===== config.mk =====
export PLATFORM = sky130hd
export DESIGN_NAME = fpWbQueue
export DESIGN_NICKNAME = d
export VERILOG_FILES = /design/src/rtl/fpWbPkg.sv /design/src/rtl/fpWbCtrl.sv /design/src/rtl/fpWbStore.sv /design/src/rtl/fpWbQueue.sv
export SDC_FILE = /design/constraint.sdc
export NUM_CORES = 1
export LEC_CHECK = 0
export ABC_AREA = 1
export CAP_MARGIN = 20
export CELL_PAD_IN_SITES_DETAIL_PLACEMENT = 1
export CELL_PAD_IN_SITES_GLOBAL_PLACEMENT = 2
export CORE_UTILIZATION = 25
export CTS_CLUSTER_SIZE = 24
export DETAILED_ROUTE_END_ITERATION = 16
export DONT_BUFFER_PORTS = 1
export GPL_TIMING_DRIVEN = 0
export PLACE_DENSITY_LB_ADDON = 0.1
export SLEW_MARGIN = 0
export SYNTH_ARGS = -nofsm -noshare
export SYNTH_HDL_FRONTEND = slang
export SYNTH_SLANG_ARGS = --single-unit

===== constraint.sdc =====
create_clock -name clk -period 3.05 [get_ports clk]
set_clock_uncertainty 0.1 [all_clocks]
set_input_delay 0.1525 -clock clk [delete_from_list [all_inputs] [get_ports clk]]
set_output_delay 0.1525 -clock clk [all_outputs]
set_load 0.05 [all_outputs]

===== src/rtl/fpWbPkg.sv =====
package fpWbPkg;
  // strobes from control to datapath, one action each
  typedef struct packed {
    logic pushNew;    // write command into free tail slot
    logic pushMerge;  // fold command into matching waiting slot
    logic popHead;    // take head slot for writeback
  } wbStrobe_t;

  typedef enum logic [1:0] {
    ST_IDLE = 2'd0,
    ST_READ = 2'd1,
    ST_WRITE = 2'd2
  } wbState_t;
endpackage


===== src/rtl/fpWbCtrl.sv =====
module fpWbCtrl
  import fpWbPkg::*;
(
  input  logic      clk,
  input  logic      rstN,
  input  logic      pushValid,
  input  logic      queueEmpty,
  input  logic      queueFull,
  input  logic      addrHit,
  output logic      headLeaving,
  output logic      pushReady,
  output wbStrobe_t strb,
  output logic      memRdEn,
  output logic      memWrEn,
  output logic      drained
);
  wbState_t state, stateNext;

  always_comb begin
    headLeaving    = (state == ST_IDLE) && !queueEmpty;
    pushReady      = !queueFull || addrHit;
    strb.popHead   = headLeaving;
    strb.pushMerge = pushValid && addrHit;
    strb.pushNew   = pushValid && !addrHit && !queueFull;
    memRdEn        = (state == ST_READ);
    memWrEn        = (state == ST_WRITE);
    drained        = queueEmpty && (state == ST_IDLE);
  end

  always_comb begin
    stateNext = state;
    unique case (state)
      ST_IDLE:  if (!queueEmpty) stateNext = ST_READ;
      ST_READ:  stateNext = ST_WRITE;
      ST_WRITE: stateNext = ST_IDLE;
      default:  stateNext = ST_IDLE;
    endcase
  end

  always_ff @(posedge clk or negedge rstN) begin
    if (!rstN) state <= ST_IDLE;
    else       state <= stateNext;
  end

  AST_DRAINED_QUIET: assert property (@(posedge clk) disable iff (!rstN)
    drained |-> (!memRdEn && !memWrEn));
  AST_POP_THEN_READ: assert property (@(posedge clk) disable iff (!rstN)
    strb.popHead |=> memRdEn);
  AST_REJECT_FULL: assert property (@(posedge clk) disable iff (!rstN)
    (pushValid && !pushReady) |-> (!strb.pushNew && !strb.pushMerge));
endmodule


===== src/rtl/fpWbStore.sv =====
module fpWbStore
  import fpWbPkg::*;
#(
  parameter int ADDR_W  = 12,
  parameter int DEPTH   = 4,
  parameter int VEC_W   = 8,
  parameter int PTE_W   = 64,
  parameter int REF_LSB = 56,
  parameter int VAL_LSB = 48
) (
  input  logic              clk,
  input  logic              rstN,
  input  wbStrobe_t         strb,
  input  logic              headLeaving,
  input  logic [ADDR_W-1:0] pushAddr,
  input  logic [VEC_W-1:0]  pushRef,
  input  logic [VEC_W-1:0]  pushVal,
  input  logic [PTE_W-1:0]  memRdData,
  output logic              queueEmpty,
  output logic              queueFull,
  output logic              addrHit,
  output logic [ADDR_W-1:0] memAddr,
  output logic [PTE_W-1:0]  memWrData
);
  localparam int PTR_W = (DEPTH > 1) ? $clog2(DEPTH) : 1;
  localparam int CNT_W = $clog2(DEPTH + 1);
  localparam logic [PTR_W-1:0] LAST_SLOT = PTR_W'(DEPTH - 1);
  localparam logic [CNT_W-1:0] FULL_CNT = CNT_W'(DEPTH);

  logic [ADDR_W-1:0] entAddr [DEPTH];
  logic [VEC_W-1:0]  entRef  [DEPTH];
  logic [VEC_W-1:0]  entVal  [DEPTH];
  logic [DEPTH-1:0]  busy;
  logic [DEPTH-1:0]  matchVec;
  logic [PTR_W-1:0]  rdPtr, wrPtr, hitIdx;
  logic [CNT_W-1:0]  count;

  logic [ADDR_W-1:0] capAddr;
  logic [VEC_W-1:0]  capRef;
  logic [VEC_W-1:0]  capVal;

  // one address comparator per slot; the slot leaving this cycle is excluded
  genvar gi;
  generate
    for (gi = 0; gi < DEPTH; gi++) begin : g_match
      assign matchVec[gi] = busy[gi] && (entAddr[gi] == pushAddr) &&
                            !(headLeaving && (rdPtr == PTR_W'(gi)));
    end
  endgenerate

  always_comb begin
    hitIdx = '0;
    for (int i = DEPTH - 1; i >= 0; i--) begin
      if (matchVec[i]) hitIdx = PTR_W'(i);
    end
  end

  assign addrHit    = |matchVec;
  assign queueEmpty = (count == '0);
  assign queueFull  = (count == FULL_CNT);

  always_ff @(posedge clk or negedge rstN) begin
    if (!rstN) begin
      busy  <= '0;
      rdPtr <= '0;
      wrPtr <= '0;
      count <= '0;
      for (int i = 0; i < DEPTH; i++) begin
        entAddr[i] <= '0;
        entRef[i]  <= '0;
        entVal[i]  <= '0;
      end
      capAddr <= '0;
      capRef  <= '0;
      capVal  <= '0;
    end else begin
      if (strb.pushNew) begin
        entAddr[wrPtr] <= pushAddr;
        entRef[wrPtr]  <= pushRef;
        entVal[wrPtr]  <= pushVal;
        busy[wrPtr]    <= 1'b1;
        wrPtr          <= (wrPtr == LAST_SLOT) ? '0 : wrPtr + 1'b1;
      end
      if (strb.pushMerge) begin
        entRef[hitIdx] <= entRef[hitIdx] | pushRef;
        entVal[hitIdx] <= pushVal;
      end
      if (strb.popHead) begin
        capAddr     <= entAddr[rdPtr];
        capRef      <= entRef[rdPtr];
        capVal      <= entVal[rdPtr];
        busy[rdPtr] <= 1'b0;
        rdPtr       <= (rdPtr == LAST_SLOT) ? '0 : rdPtr + 1'b1;
      end
      case ({strb.pushNew, strb.popHead})
        2'b10:   count <= count + 1'b1;
        2'b01:   count <= count - 1'b1;
        default: count <= count;
      endcase
    end
  end

  // merge of captured vectors into the entry just read
  always_comb begin
    memWrData = memRdData;
    memWrData[REF_LSB +: VEC_W] = memRdData[REF_LSB +: VEC_W] | capRef;
    memWrData[VAL_LSB +: VEC_W] = capVal;
  end
  assign memAddr = capAddr;

  AST_NO_OVERFLOW: assert property (@(posedge clk) disable iff (!rstN)
    count <= FULL_CNT);
  AST_SINGLE_MATCH: assert property (@(posedge clk) disable iff (!rstN)
    $onehot0(matchVec));
  AST_POP_OCCUPIED: assert property (@(posedge clk) disable iff (!rstN)
    strb.popHead |-> busy[rdPtr]);
  AST_COUNT_MATCH: assert property (@(posedge clk) disable iff (!rstN)
    $countones(busy) == int'(count));
endmodule


===== src/rtl/fpWbQueue.sv =====
module fpWbQueue
  import fpWbPkg::*;
#(
  parameter int ADDR_W  = 12,
  parameter int DEPTH   = 4,
  parameter int VEC_W   = 8,
  parameter int PTE_W   = 64,
  parameter int REF_LSB = 56,
  parameter int VAL_LSB = 48
) (
  input  logic              clk,
  input  logic              rstN,
  input  logic              pushValid,
  output logic              pushReady,
  input  logic [ADDR_W-1:0] pushAddr,
  input  logic [VEC_W-1:0]  pushRef,
  input  logic [VEC_W-1:0]  pushVal,
  output logic              memRdEn,
  output logic              memWrEn,
  output logic [ADDR_W-1:0] memAddr,
  input  logic [PTE_W-1:0]  memRdData,
  output logic [PTE_W-1:0]  memWrData,
  output logic              drained
);
  wbStrobe_t strb;
  logic queueEmpty, queueFull, addrHit, headLeaving;

  fpWbCtrl i_ctrl (
    .clk(clk), .rstN(rstN), .pushValid(pushValid),
    .queueEmpty(queueEmpty), .queueFull(queueFull), .addrHit(addrHit),
    .headLeaving(headLeaving), .pushReady(pushReady), .strb(strb),
    .memRdEn(memRdEn), .memWrEn(memWrEn), .drained(drained)
  );

  fpWbStore #(
    .ADDR_W(ADDR_W), .DEPTH(DEPTH), .VEC_W(VEC_W), .PTE_W(PTE_W),
    .REF_LSB(REF_LSB), .VAL_LSB(VAL_LSB)
  ) i_store (
    .clk(clk), .rstN(rstN), .strb(strb), .headLeaving(headLeaving),
    .pushAddr(pushAddr), .pushRef(pushRef), .pushVal(pushVal),
    .memRdData(memRdData), .queueEmpty(queueEmpty), .queueFull(queueFull),
    .addrHit(addrHit), .memAddr(memAddr), .memWrData(memWrData)
  );

  AST_READ_THEN_WRITE: assert property (@(posedge clk) disable iff (!rstN)
    memRdEn |=> (memWrEn && $stable(memAddr)));
  AST_KEEP_XLATE: assert property (@(posedge clk) disable iff (!rstN)
    memWrEn |-> (memWrData[VAL_LSB-1:0] == memRdData[VAL_LSB-1:0]));
  AST_REF_GROWS: assert property (@(posedge clk) disable iff (!rstN)
    memWrEn |-> ((memWrData[REF_LSB +: VEC_W] & memRdData[REF_LSB +: VEC_W])
                 == memRdData[REF_LSB +: VEC_W]));
endmodule


==> summary.txt <==
Status: complete, but fails checks
Failing checks: hold timing
Hpwl dp: 29900 um
CTS Sinks: 153
Cell area after synthesis: 9510 sq um
H-tree levels: 4
Worst reg2reg path startpoint: i_store.rdPtr[1]
Starting Density: 25.3%
PortBufs: 0
Commonest cells in the netlist: 459 x nand2_1, 153 x dfrtp_1, 148 x nor2_1
Antenna diode count: 0
Final hold violations: 153
Power Density: 1090 nW/um^2
Row Count: 71
Slew @ Worst Pin: 970 ps
Die Ht: 197 um
Iter 0 DRT Violations: 485
Critical path origin: i_store.rdPtr[1]
Setup slack, reg-to-reg: 160 ps
WL final: 41400 um
CP Class: flip-flop to flip-flop
Inst Count DP: 1888
Max-slew headroom: 35.4%
Critical Path Sink: i_store.entVal[22]
Vias per inst: 4.68
Worst-Skew Late Latency: 450 ps
All-layer global routing usage: 22.1%
Post-synth EDFFs: 0
#FFs+latches synth: 153
CTS tree: done
Worst r2r dst: i_store.entVal[22]
Dpl ws: -655 ps
Mapped Cells: 1377
Layout cells sized above 1: 12.5%
Area share of the leading cell type in the synthesized netlist: 40.3%
# DRC: 0
Clk root buf: clkbuf_16
Synth Area in Simple Gates: 31.8%
RePlAce Congestion: 0.810
Worst-case reg-to-reg path depth: 13
Core Footprint: 37600 sq um
Initial antenna violation count: 0
Setup violations, final: 0
Area share of fa/ha/maj cells after synthesis: 1.39%
Final period utilization: 94.6%
Clock transition at path regs: 80 ps
Avg Cell Area, Syn: 6.91 sq um
Detailed Routing Iterations Pass 1: 5
Synth cell types: 36
Max rail drop VDD: 454 uV
Final min period: 2890 ps
Leakage: 5.45 nW
Unrepaired setup endpoints after global routing: false
Area Growth Syn to Fin: 17.8%
Most frequent cell after synthesis: nand2_1
Final Max Slew Viols: 0
CTS Buffer Depth: 2
Die area: 38800 sq um
Post-Layout Cell Count: 1954
First-pass GRT wire length: 62300 um
Num CTS Buffers: 17
Boundary Pins: 175
Die W: 197 um
Max Cap Violations: 0
Largest family of logic cells by synthesized area: simple AND/OR/NAND/NOR gates
Sequential-to-total area share from yosys stat: 40.3%
Post-route ant nets: 0
Post-layout net count: 1535
Max FO, Critical Path: 10
Syn nets: 1482
Grt total ovfl: 0
Post-synth top flop: dfrtp_1
Leading area contributor after synthesis: dfrtp_1
Fillers: 4687
Largest net degree at the start of global routing: 154
Synth warn: 0
Xor/xnor cell area share of the yosys netlist: 0.645%
Critical Path Start Type: flip-flop
Critical Path Sink Type: flip-flop
Compound-Gate Fraction of Synth Area: 13.2%
Hold/Removal Path Class: primary input to asynchronous set/reset pin
Post-synthesis mux area share: 0.842%
Vias in the first global route: 9470
Fraction of registers with async set/reset: 100%
Final setup margin: 164 ps
Critical path arrival: 3180 ps
Critical Path RT: 3340 ps
Fmax: 347 MHz
Total Power: 12.3 mW
Vias post-DR: 9148
Hold Buf Count CTS: 28
Synth area leaders: dfrtp_1 40%, nand2_1 18%, nor2_1 5.8%
WHS: -705 ps
DR WL/cell: 21.2 um
## repair_timing
action	4_1_cts	5_1_grt
endpoints found under the hold margin	261	153
pin swaps	0	2
setup endpoints to repair	120	31
gates resized for setup	6	17
buffers inserted	4	5
## state kept, by name (all words and copies together), names as in the netlist
signal	flops
i_store.count	3
i_store.entAddr	48
i_store.rdPtr	2
i_store.entVal	32
i_store.wrPtr	2
i_store.busy	4
i_ctrl.state	2
i_store.entRef	32
i_store.memAddr	12
i_store.capVal	8
i_store.capRef	8
## metrics by stage
stage	hold WS, ps	setup TNS (ps)	cell area, sq um	utilization, %
final	-705	0	11200	29.8
after global placement	-234	-28530	10200	27.0
after detailed placement	-235	-33140	10200	27.0
after global routing	-730	0	11200	29.8
after floorplan	-243	0	9510	-
after CTS	-735	0	11100	29.5
## logic make-up (layout without fill, tap and decap cells)
family | count (synthesis) | after routing
flops | 153 | 153
mux | 8 | 8
simple gates | 727 | 727
fa+ha+maj | 10 | 10
xor+xnor | 7 | 7
buf+inv | 234 | 300
compound gates | 238 | 238
## report_power, final
part | leakage (nW) | internal (mW) | switching (mW)
combinational | 3.25 | 1.79 | 3.92
sequential | 1.89 | 2.99 | 1.21
clock | 0.301 | 1.27 | 1.08
total | 5.45 | 6.05 | 6.21
## final cells by class
type                            count  area, sq um  area share, %
Buffer                            102          628           5.60
Clock buffer                       18          439           3.92
Clock inverter                     14          179           1.60
Inverter                          129          497           4.43
Multi-Input combinational cell    990         4640           41.4
Sequential cell                   153         3830           34.2
Tap cell                          511          639           5.71
Timing Repair Buffer               37          348           3.10
## layout by cell type (no fill, tap or decap), types with 4 or more instances in the layout
cell             n
dfrtp_1        150
or2_2            9
ha_1             9
buf_2           12
a21oi_1         58
o21ai_0         89
xnor2_1          4
clkbuf_1        28
nand2_1        459
inv_6            7
dlygate4sd3_1   28
buf_4           66
nor2_4           6
o21ai_1         50
mux2i_1          8
o211ai_1        11
nand2_4          6
nand3_2          5
clkbuf_16       17
inv_2           19
nand4_1          5
nor3_1          12
nor2_1         145
nor2_2           6
inv_1          107
nand3_1         63
a31oi_1         28
## worst min-delay path by stage
stage,from,end,slack (ps),depth (start not counted)
3_3_place_gp,rstN,i_store.entAddr[29],-230,0
3_5_place_dp,rstN,i_store.entAddr[31],-240,0
2_1_floorplan,rstN,i_ctrl.state[0],-240,0
5_1_grt,rstN,i_store.entAddr[29],-730,0
6_report,rstN,i_store.entAddr[31],-700,0
4_1_cts,rstN,i_store.entAddr[40],-730,0
## critical path, stage by stage, from the launching register on
cell,delay [ps]
dfrtp_2,410
clkinvlp_4,110
buf_4,140
ha_1,160
inv_1,100
nor2_4,60
nor2_2,110
nand3_2,160
nand2_4,220
nor2_4,120
inv_2,210
clkbuf_1,620
nand3_1,170
nand2_1,100
## routing by layer
metal,vias up,wire length [um],track usage (%)
li1,4450,-,-
met1,4502,19900,30.1
met2,168,19400,36.2
met3,28,1590,4.11
met4,0,483,4.59
met5,-,0,0
Power figures use the tool's default switching activity.
